[src/rtl/nhe_pkg.sv]
package nhe_pkg;

    localparam int BIT_W   = 3;
    localparam int OFS_W   = 9;
    localparam int FIELD_W = OFS_W + BIT_W;
    localparam int CODE_W  = 2 * FIELD_W;

    typedef enum logic [1:0] {
        ST_IDLE   = 2'b00,
        ST_FILL   = 2'b01,
        ST_SEALED = 2'b10
    } sect_state_t;

    typedef enum logic [1:0] {
        CHK_CLEAN     = 2'b00,
        CHK_FIXED     = 2'b01,
        CHK_CODE_ONLY = 2'b10,
        CHK_FATAL     = 2'b11
    } chk_status_t;

    // Bits of a byte whose bit-index has bit k set.
    function automatic logic [7:0] lane_mask(input int k);
        logic [7:0] m;
        m = '0;
        for (int b = 0; b < 8; b++) begin
            m[b] = ((b >> k) & 1) == 1;
        end
        return m;
    endfunction

endpackage

[src/rtl/nhe_seq_ctrl.sv]
module nhe_seq_ctrl
    import nhe_pkg::*;
#(
    parameter int SECTOR_BYTES = 512
) (
    input  logic             clk,
    input  logic             rst_n,
    input  logic             start_i,
    input  logic             valid_i,
    input  logic             cmp_i,
    output logic             take_o,
    output logic             clear_o,
    output logic             cmp_fire_o,
    output logic             sealed_o,
    output logic [OFS_W-1:0] byte_ofs_o
);

    localparam int CNT_W = $clog2(SECTOR_BYTES + 1);
    localparam logic [CNT_W-1:0] LAST = CNT_W'(SECTOR_BYTES - 1);

    sect_state_t      state_q, state_d;
    logic [CNT_W-1:0] cnt_q, cnt_d;

    // Next-state logic (START, LAST_BYTE, CONSUME)
    always_comb begin
        state_d = state_q;
        if (start_i) begin
            state_d = ST_FILL;
        end else begin
            unique case (state_q)
                ST_IDLE:   state_d = ST_IDLE;
                ST_FILL:   if (valid_i && cnt_q == LAST) state_d = ST_SEALED;
                ST_SEALED: if (cmp_i) state_d = ST_IDLE;
                default:   state_d = ST_IDLE;
            endcase
        end
    end

    always_comb begin
        cnt_d = cnt_q;
        if (start_i) begin
            cnt_d = valid_i ? CNT_W'(1) : '0;
        end else if (state_q == ST_FILL && valid_i) begin
            cnt_d = cnt_q + CNT_W'(1);
        end else if (state_q == ST_SEALED && cmp_i) begin
            cnt_d = '0;
        end
    end

    // State register
    always_ff @(posedge clk) begin
        if (!rst_n) begin
            state_q <= ST_IDLE;
            cnt_q   <= '0;
        end else begin
            state_q <= state_d;
            cnt_q   <= cnt_d;
        end
    end

    // Outputs
    always_comb begin
        take_o     = valid_i && (start_i || state_q == ST_FILL);
        cmp_fire_o = cmp_i && !start_i && state_q == ST_SEALED;
        clear_o    = start_i || cmp_fire_o;
        sealed_o   = state_q == ST_SEALED;
        byte_ofs_o = start_i ? '0 : OFS_W'(cnt_q);
    end

    assert_cnt_bound_R3: assert property (@(posedge clk) disable iff (!rst_n)
        cnt_q <= CNT_W'(SECTOR_BYTES));

    assert_seal_on_byte_R3: assert property (@(posedge clk) disable iff (!rst_n)
        $rose(sealed_o) |-> $past(valid_i));

endmodule

[src/rtl/nhe_parity_acc.sv]
module nhe_parity_acc
    import nhe_pkg::*;
(
    input  logic               clk,
    input  logic               rst_n,
    input  logic               take_i,
    input  logic               clear_i,
    input  logic [7:0]         data_i,
    input  logic [OFS_W-1:0]   ofs_i,
    output logic [FIELD_W-1:0] even_o,
    output logic [FIELD_W-1:0] odd_o
);

    logic [FIELD_W-1:0] even_c, odd_c;
    logic               byte_par;

    assign byte_par = ^data_i;

    for (genvar k = 0; k < FIELD_W; k++) begin : g_lane
        if (k < BIT_W) begin : g_bitpos
            localparam logic [7:0] SEL = lane_mask(k);
            assign odd_c[k]  = ^(data_i & SEL);
            assign even_c[k] = ^(data_i & ~SEL);
        end else begin : g_bytepos
            assign odd_c[k]  = ofs_i[k-BIT_W] & byte_par;
            assign even_c[k] = ~ofs_i[k-BIT_W] & byte_par;
        end
    end

    always_ff @(posedge clk) begin
        if (!rst_n) begin
            even_o <= '0;
            odd_o  <= '0;
        end else if (clear_i) begin
            even_o <= take_i ? even_c : '0;
            odd_o  <= take_i ? odd_c  : '0;
        end else if (take_i) begin
            even_o <= even_o ^ even_c;
            odd_o  <= odd_o ^ odd_c;
        end
    end

endmodule

[src/rtl/nhe_classify.sv]
module nhe_classify
    import nhe_pkg::*;
#(
    parameter int SECTOR_BYTES = 512
) (
    input  logic [CODE_W-1:0] calc_i,
    input  logic [CODE_W-1:0] stored_i,
    output chk_status_t       status_o,
    output logic [OFS_W-1:0]  ofs_o,
    output logic [7:0]        mask_o
);

    logic [CODE_W-1:0] diff;
    logic              halves_comp, one_bit, in_range;
    logic [OFS_W-1:0]  fix_ofs;
    logic [BIT_W-1:0]  fix_bit;

    always_comb begin
        diff        = calc_i ^ stored_i;
        halves_comp = (diff[FIELD_W-1:0] ^ diff[CODE_W-1:FIELD_W]) == '1;
        one_bit     = (diff != '0) && ((diff & (diff - CODE_W'(1))) == '0);
        fix_ofs     = diff[CODE_W-1:FIELD_W+BIT_W];
        fix_bit     = diff[FIELD_W+BIT_W-1:FIELD_W];
        in_range    = int'(fix_ofs) < SECTOR_BYTES;

        status_o = CHK_FATAL;
        ofs_o    = '0;
        mask_o   = '0;
        if (diff == '0) begin
            status_o = CHK_CLEAN;
        end else if (halves_comp) begin
            if (in_range) begin
                status_o = CHK_FIXED;
                ofs_o    = fix_ofs;
                mask_o   = 8'(1) << fix_bit;
            end
        end else if (one_bit) begin
            status_o = CHK_CODE_ONLY;
        end
    end

endmodule

[src/rtl/nand_hamming_ecc.sv]
module nand_hamming_ecc
    import nhe_pkg::*;
#(
    parameter int SECTOR_BYTES = 512
) (
    input  logic        clk,
    input  logic        rst_n,
    input  logic        start_i,
    input  logic        valid_i,
    input  logic [7:0]  data_i,
    input  logic        cmp_i,
    input  logic [23:0] stored_code_i,
    output logic [23:0] ecc_code_o,
    output logic        code_valid_o,
    output logic        result_valid_o,
    output logic [1:0]  status_o,
    output logic [8:0]  err_offset_o,
    output logic [7:0]  err_mask_o
);

    logic               take, clear, cmp_fire, sealed;
    logic [OFS_W-1:0]   byte_ofs;
    logic [FIELD_W-1:0] even_par, odd_par;
    chk_status_t        cls_status;
    logic [OFS_W-1:0]   cls_ofs;
    logic [7:0]         cls_mask;
    logic [CODE_W-1:0]  calc_code;

    nhe_seq_ctrl #(.SECTOR_BYTES(SECTOR_BYTES)) u_ctrl (
        .clk       (clk),
        .rst_n     (rst_n),
        .start_i   (start_i),
        .valid_i   (valid_i),
        .cmp_i     (cmp_i),
        .take_o    (take),
        .clear_o   (clear),
        .cmp_fire_o(cmp_fire),
        .sealed_o  (sealed),
        .byte_ofs_o(byte_ofs)
    );

    nhe_parity_acc u_acc (
        .clk    (clk),
        .rst_n  (rst_n),
        .take_i (take),
        .clear_i(clear),
        .data_i (data_i),
        .ofs_i  (byte_ofs),
        .even_o (even_par),
        .odd_o  (odd_par)
    );

    assign calc_code = ~{odd_par, even_par};

    nhe_classify #(.SECTOR_BYTES(SECTOR_BYTES)) u_cls (
        .calc_i  (calc_code),
        .stored_i(stored_code_i),
        .status_o(cls_status),
        .ofs_o   (cls_ofs),
        .mask_o  (cls_mask)
    );

    chk_status_t      status_q;
    logic [OFS_W-1:0] ofs_q;
    logic [7:0]       mask_q;
    logic             rvalid_q;

    always_ff @(posedge clk) begin
        if (!rst_n) begin
            status_q <= CHK_CLEAN;
            ofs_q    <= '0;
            mask_q   <= '0;
            rvalid_q <= 1'b0;
        end else begin
            rvalid_q <= cmp_fire;
            if (cmp_fire) begin
                status_q <= cls_status;
                ofs_q    <= cls_ofs;
                mask_q   <= cls_mask;
            end
        end
    end

    assign ecc_code_o     = calc_code;
    assign code_valid_o   = sealed;
    assign result_valid_o = rvalid_q;
    assign status_o       = status_q;
    assign err_offset_o   = ofs_q;
    assign err_mask_o     = mask_q;

    assert_result_timing_R5: assert property (@(posedge clk) disable iff (!rst_n)
        result_valid_o |-> ($past(cmp_i) && $past(code_valid_o) && !$past(start_i)));

    assert_fix_onehot_R7: assert property (@(posedge clk) disable iff (!rst_n)
        (result_valid_o && status_o == 2'b01) |-> $onehot(err_mask_o));

    assert_loc_zero_R9: assert property (@(posedge clk) disable iff (!rst_n)
        (result_valid_o && status_o != 2'b01) |-> (err_offset_o == '0 && err_mask_o == '0));

    assert_sealed_hold_R3: assert property (@(posedge clk) disable iff (!rst_n)
        (code_valid_o && !start_i && !cmp_i) |=> (code_valid_o && $stable(ecc_code_o)));

    assert_consume_clears_R11: assert property (@(posedge clk) disable iff (!rst_n)
        (code_valid_o && cmp_i && !start_i) |=> (!code_valid_o && ecc_code_o == 24'hFFFFFF));

endmodule

[config.mk]
export PLATFORM = sky130hd
export DESIGN_NAME = nand_hamming_ecc
export DESIGN_NICKNAME = d
export VERILOG_FILES = /design/src/rtl/nhe_pkg.sv /design/src/rtl/nhe_seq_ctrl.sv /design/src/rtl/nhe_parity_acc.sv /design/src/rtl/nhe_classify.sv /design/src/rtl/nand_hamming_ecc.sv
export SDC_FILE = /design/constraint.sdc
export NUM_CORES = 1
export LEC_CHECK = 0
export BUFFER_PORTS_ARGS = -buffer_cell sky130_fd_sc_hd__buf_2
export CAP_MARGIN = 10
export CELL_PAD_IN_SITES_DETAIL_PLACEMENT = 0
export CELL_PAD_IN_SITES_GLOBAL_PLACEMENT = 1
export CORE_MARGIN = 3
export CORE_UTILIZATION = 43
export CTS_BUF_LIST = sky130_fd_sc_hd__clkbuf_8
export DETAILED_ROUTE_END_ITERATION = 12
export HOLD_SLACK_MARGIN = 0.05
export PLACE_DENSITY = 0.93
export SYNTH_ARGS = -nofsm -noshare
export SYNTH_HDL_FRONTEND = slang
export SYNTH_SLANG_ARGS = --single-unit
export TNS_END_PERCENT = 100
[constraint.sdc]
create_clock -name clk -period 6.2 [get_ports clk]
set_input_delay 0.31 -clock clk [delete_from_list [all_inputs] [get_ports clk]]
set_output_delay 0.31 -clock clk [all_outputs]
set_load 0.05 [all_outputs]
# Word-level counts from Yosys, hierarchy flattened
# Cells that the tools add are included.
# op_classes
n_addsub	2
n_eq_ne	8
n_shift	1
muxes	22
bitwise_logic	34
reduce_logical	25
# op_table
cell	count
$mux 12	6
$reduce_xor 8->1	7
$logic_not 24->1	2
$xor 12x12->12	3
$mux 10	3
$mux 9	3
$and 24x24->24	1
$not 24->24	1
$reduce_bool 24->1	1
$sub 24x1->24 const B	1
$xor 24x24->24	1
$and 1x1->1	18
$mux 8	2
$eq 12x12->1 const B	1
$add 10x1->10 const B	1
$eq 10x9->1 const B	1
$not 1->1	10
$mux 2	4
$shl 1x3->8 const A	1
$logic_and 1x1->1	7
$pmux 2 s2	1
$reduce_and 2->1	2
$mux 1	3
$ne 3x2->1 const B	1
other kinds (10)	11
# word_totals
regBits	56
inputBits	37

# Longest topological paths before layout
# logic_depth
word_depth	9
mapped_depth	9
ltp_nobuf	8

# By module
# A second synthesis with hierarchy kept.
# hier_totals
cells_unflattened	445
area_unflattened_um2	3857.4
# modules_own_cells
mod	instances	cells_per_inst	area_each_um2	seq_area_each_um2
nhe_parity_acc	1	155	1371.3	480.5
nhe_classify	1	113	872.1	0.0
nand_hamming_ecc	1	87	835.8	400.4
nhe_seq_ctrl	1	90	778.2	240.2

# Worst setup path after synthesis
# No wires, ideal clock.
# synth_path
path_type	register -> register
from	reg u_ctrl.state_q[1]
to	reg ofs_q[1] (netlist: err_offset_o[1])
setup_ns	0.070
arrival_time_ns	2.357
t_required_ns	6.130
slack_ns	3.772
stages_incl_launch_ff	7
period_less_slack_ns	2.428
cell_sequence	dfxtp_1 > nor2b_1 > nand2_1 > or2_2 > clkbuf_1 > or3b_1 > a21boi_1
# synth_via
elab_chain_cells	2
# synth_rtl
element	line	rtl
from (decl)	nhe_seq_ctrl.sv:21	sect_state_t state_q, state_d;
from (signal assigned)	nhe_seq_ctrl.sv:56	state_q <= state_d;
$eq 2x2->1	n/a	
net code_valid_o	nand_hamming_ecc.sv:14	output logic code_valid_o,
$logic_and 1x1->1	nhe_seq_ctrl.sv:64	cmp_fire_o = cmp_i && !start_i && state_q == ST_SEALED;
to (signal assigned)	nand_hamming_ecc.sv:78	ofs_q <= cls_ofs;
to (decl)	nand_hamming_ecc.sv:64	logic [OFS_W-1:0] ofs_q;
# The timed path passes the listed nets, and every way through them passes these cells.
# A chain may end at the register's enable or synchronous reset.

# Final worst setup path
# layout_path
from	reg u_acc.even_o[4]
to	reg status_q[0] (netlist: status_o[0])
# layout_via
elab_chain_cells	9
# layout_rtl
element	line	rtl
from (decl)	nhe_parity_acc.sv:10	output logic [FIELD_W-1:0] even_o,
from (signal assigned)	nhe_parity_acc.sv:35	even_o <= take_i ? even_c : '0;
from (signal assigned)	nhe_parity_acc.sv:38	even_o <= even_o ^ even_c;
$not 24->24 (*)	nand_hamming_ecc.sv:53	assign calc_code = ~{odd_par, even_par};
$xor 24x24->24 (*)	nhe_classify.sv:19	diff = calc_i ^ stored_i;
$sub 24x1->24	nhe_classify.sv:21	one_bit = (diff != '0) && ((diff & (diff - CODE_W'(1))) == '0);
$and 24x24->24	nhe_classify.sv:21	
$logic_not 24->1	nhe_classify.sv:21	
$logic_and 1x1->1	nhe_classify.sv:21	
$mux 1	nhe_classify.sv:37	end else if (one_bit) begin
$mux 2	nhe_classify.sv:31	end else if (halves_comp) begin
$mux 2 (*)	nhe_classify.sv:29	if (diff == '0) begin
to (signal assigned)	nand_hamming_ecc.sv:77	status_q <= cls_status;
to (decl)	nand_hamming_ecc.sv:63	chk_status_t status_q;
# Mark *: on every way between the ends. The rest lies on a longest branch, timed or not.

==> impl_summary.md <==
Layout
The sequential cell area is 1120 sq um. At the end of the flow, the number of nets in the layout was 531. Compared with the post-synthesis result, the final layout area differs by 18.8%. The footprint of the multi-input gates is 2020 sq um.

The proportion of layout cells with a drive suffix above 1 is 0.196. The antenna diode instance count is 0. At the end of the flow the core is filled with cells to 0.533. Fill cells in the final layout number 755. The final instance area is 3930 sq um.

Placement
Prior to clock tree synthesis, the placed netlist has a worst setup slack of 3.66 ns. Routability-driven placement finished with a final weighted congestion of 0.875. The placement-stage cell area is 3790 sq um. In this run the tool buffered the top-level ports with 81 buffer cells. The half-perimeter wire length after detailed placement is 6100 um.

Worst hold path
The class of the tightest hold or removal check is in2reg.

Clocking
For this design, the sink count on the clock tree is 56. CTS built an H-tree with a depth of 2. Clock-pin slew was measured on the worst setup and hold paths at 0.10 ns.

The number of CTS-inserted buffers is 5. The CTS tree is done. The clock insertion delay at the later pin of the skew report is 0.32 ns. In this run, post-CTS hold repair placed 0 buffers. The maximum clock insertion buffer count is 2. The count of cells resized by post-cts repair is 0. In this run the post-CTS setup repair buffer count came out at 0. The tree is rooted in a sky130_fd_sc_hd__clkbuf_8.

Logic synthesis
The share of synthesized registers carrying an async set or reset is 0. The number of synthesis warnings is 0. The number of different library cells used by synthesis comes to 43. After synthesis, the cell types taking the most area are sky130_fd_sc_hd__dfxtp_1 34%, sky130_fd_sc_hd__xnor2_1 12%, sky130_fd_sc_hd__xor2_1 10%, sky130_fd_sc_hd__nand2_1 7.5%, sky130_fd_sc_hd__a21oi_1 4.5%. The most used flip-flop cell after synthesis is sky130_fd_sc_hd__dfxtp_1. The number of nets handed over by synthesis was 457. The post-synthesis sequential element count is 56.

In this run the mean area of a mapped cell was 7.89 sq um. The cell count after synthesis came out at 419. In this run the cell area of the synthesized design comes to 3310 sq um.

By instance count, the leading cell after synthesis is sky130_fd_sc_hd__nand2_1. The count of flip-flops with a built-in enable after synthesis is 0. The share of synthesized area in the top cell type comes to 0.339. The largest total area in the synthesized netlist belongs to sky130_fd_sc_hd__dfxtp_1.

By count the netlist is led by 66 x sky130_fd_sc_hd__nand2_1, 56 x sky130_fd_sc_hd__dfxtp_1, 44 x sky130_fd_sc_hd__xnor2_1. The register area share after synthesis is 0.339.

Drt
The first TritonRoute pass finished after 4 iterations. The final routed wirelength across all metal layers is 7880 um. The routed layout has 2935 vias. In the routed design, unresolved DRC markers number 0. Using the TritonRoute via totals, the vias-per-cell ratio works out to 4.95. The wire length per cell is 13.3 um. The violation count after the first detailed-route iteration is 87.

The number of routed nets with antenna violations is 0.

STA
Setup repair after global routing left no endpoint under its margin. After layout, the worst setup slack is 3.76 ns. The number of max-slew violations in the final report is 0. After layout, the minimum clock period comes to 2.44 ns. For the pin with the worst max-slew slack, the measured transition is 1.01 ns.

The total negative slack for setup checks is 0 ns. Static timing analysis puts the maximum clock frequency at 411 MHz. The number of hold violations in the final report is 0. The final setup violation count is 0.

The final clock skew is 0.0130 ns. The ratio of final minimum period to clock period is 0.393. The remaining max-slew budget at the tightest pin is 0.321.

Floorplan
The region available for standard cell placement spans 7370 sq um. In this run the horizontal extent of the chip is 93.7 um. In this run the count of I/O pins placed on the die edge is 82. The floorplan step defined a die boundary enclosing 8780 sq um.

The effective utilization at floorplan is 0.449. The floorplan step set the die height to 93.7 um. In this run the core area contains 31 standard-cell rows.

Global route
For met2 alone, demand over resource in global routing was 0.321. Entering global routing, the biggest net connects 50 pins. The first global-routing pass estimated 13000 um of wire.

In the global route stage, met1 resource usage came out at 0.231. The via count of the first global-routing pass came to 2798. Across every metal layer, demand over resource in global routing totals 0.183. The initial antenna violation count is 0. In the global route stage, met3 resource usage came out at 0.0337. Summed over all layers, the global routing overflow is 0. The global routing stage identified its most utilized layer as met2.

Power
The overall power consumption is 923 uW. The total power divided by cell area is 235 nW/um^2. The worst supply voltage drop on vdd is 0.0892 mV. The leakage power summed over all cells is 0.00149 uW.

Critical path
The type of the worst setup path is reg2reg. The worst setup path is launched from a flip-flop. The signal arrival time at the worst endpoint is 2.64 ns. The maximum fanout along the worst path is 6. The required time of the critical path is 6.41 ns. The type of element capturing the critical path is a flip-flop.

Job
Across the run, the number of max-cap violations was 0.

Outcome
The run finished with clean final reports.
[area by class of cell]
| class | count | area share |
|---|---|---|
| Timing Repair Buffer | 83 | 0.107 |
| Clock inverter | 3 | 0.0175 |
| Tap cell | 99 | 0.0315 |
| Sequential cell | 56 | 0.285 |
| Clock buffer | 5 | 0.0175 |
| Inverter | 27 | 0.0258 |
| Multi-Input combinational cell | 320 | 0.515 |
[power breakdown]
part | switching, uW | internal [uW] | total [uW]
combinational | 156 | 90.9 | 247
clock | 124 | 163 | 287
sequential | 15.4 | 374 | 389
[cells in the final DEF, fill, tap and decap left out, types with 6 or more instances in the layout]
master	count
sky130_fd_sc_hd__o21ai_0	6
sky130_fd_sc_hd__a21boi_1	8
sky130_fd_sc_hd__nand4_1	8
sky130_fd_sc_hd__dfxtp_1	56
sky130_fd_sc_hd__nor2_1	11
sky130_fd_sc_hd__nand3_1	13
sky130_fd_sc_hd__nand2_1	66
sky130_fd_sc_hd__inv_1	27
sky130_fd_sc_hd__nor3_1	16
sky130_fd_sc_hd__a21oi_1	30
sky130_fd_sc_hd__xor2_1	38
sky130_fd_sc_hd__nor2b_1	13
sky130_fd_sc_hd__xnor2_1	44
sky130_fd_sc_hd__and2_1	24
sky130_fd_sc_hd__buf_2	81
[kinds of logic after synthesis]
| family | synth area share |
|---|---|
| xor+xnor | 0.227 |
| simple gates | 0.266 |
| flops | 0.339 |
| fa+ha+maj | 0.00681 |
| compound gates | 0.112 |
| buf+inv | 0.0492 |
[registers in the layout, indices dropped and copies added (netlist names)]
signal and cells:
u_acc.odd_o 12, result_valid_o 1, u_acc.even_o 12, u_ctrl.state_q 2, err_offset_o 9, u_ctrl.cnt_q 10, err_mask_o 8, status_o 2
[routing by layer]
| metal | vias up | part of all wire |
|---|---|---|
| met4 | 0 | 0.013 |
| met1 | 1348 | 0.44 |
| li1 | 1521 | - |
| met3 | 10 | 0.039 |
| met2 | 56 | 0.50 |
| met5 | - | 0 |
[critical path, cell delays in order, from the launching register on]
cell	delay, ns
sky130_fd_sc_hd__dfxtp_1	0.34
sky130_fd_sc_hd__xnor2_1	0.18
sky130_fd_sc_hd__or4_1	0.70
sky130_fd_sc_hd__nor4_1	0.42
sky130_fd_sc_hd__nand2_1	0.10
sky130_fd_sc_hd__a211oi_1	0.25
sky130_fd_sc_hd__a21oi_1	0.06
sky130_fd_sc_hd__nor3_1	0.19
sky130_fd_sc_hd__o31ai_1	0.09
[worst paths after layout]
kind                            depth (start not counted)                      endpoint  slack, ns                         start
worst max-delay path                                    8      status_o[0]$_SDFFE_PN0P_       3.76  u_acc.even_o[4]$_SDFFE_PN0P_
worst min-delay path                                    2  u_ctrl.cnt_q[1]$_SDFFE_PN0P_       0.32                       start_i
worst max register to register                          8      status_o[0]$_SDFFE_PN0P_       3.76  u_acc.even_o[4]$_SDFFE_PN0P_
worst min register to register                          2  err_offset_o[4]$_SDFFE_PN0P_       0.45  err_offset_o[4]$_SDFFE_PN0P_
[through the flow]
stage               cells  hold slack (ns)
detailed placement    585            0.442
global placement      585            0.435
global route          593            0.315
CTS                   593            0.298
floorplan             419            0.472
finish                593            0.320
(Power assumes the default switching activity.)
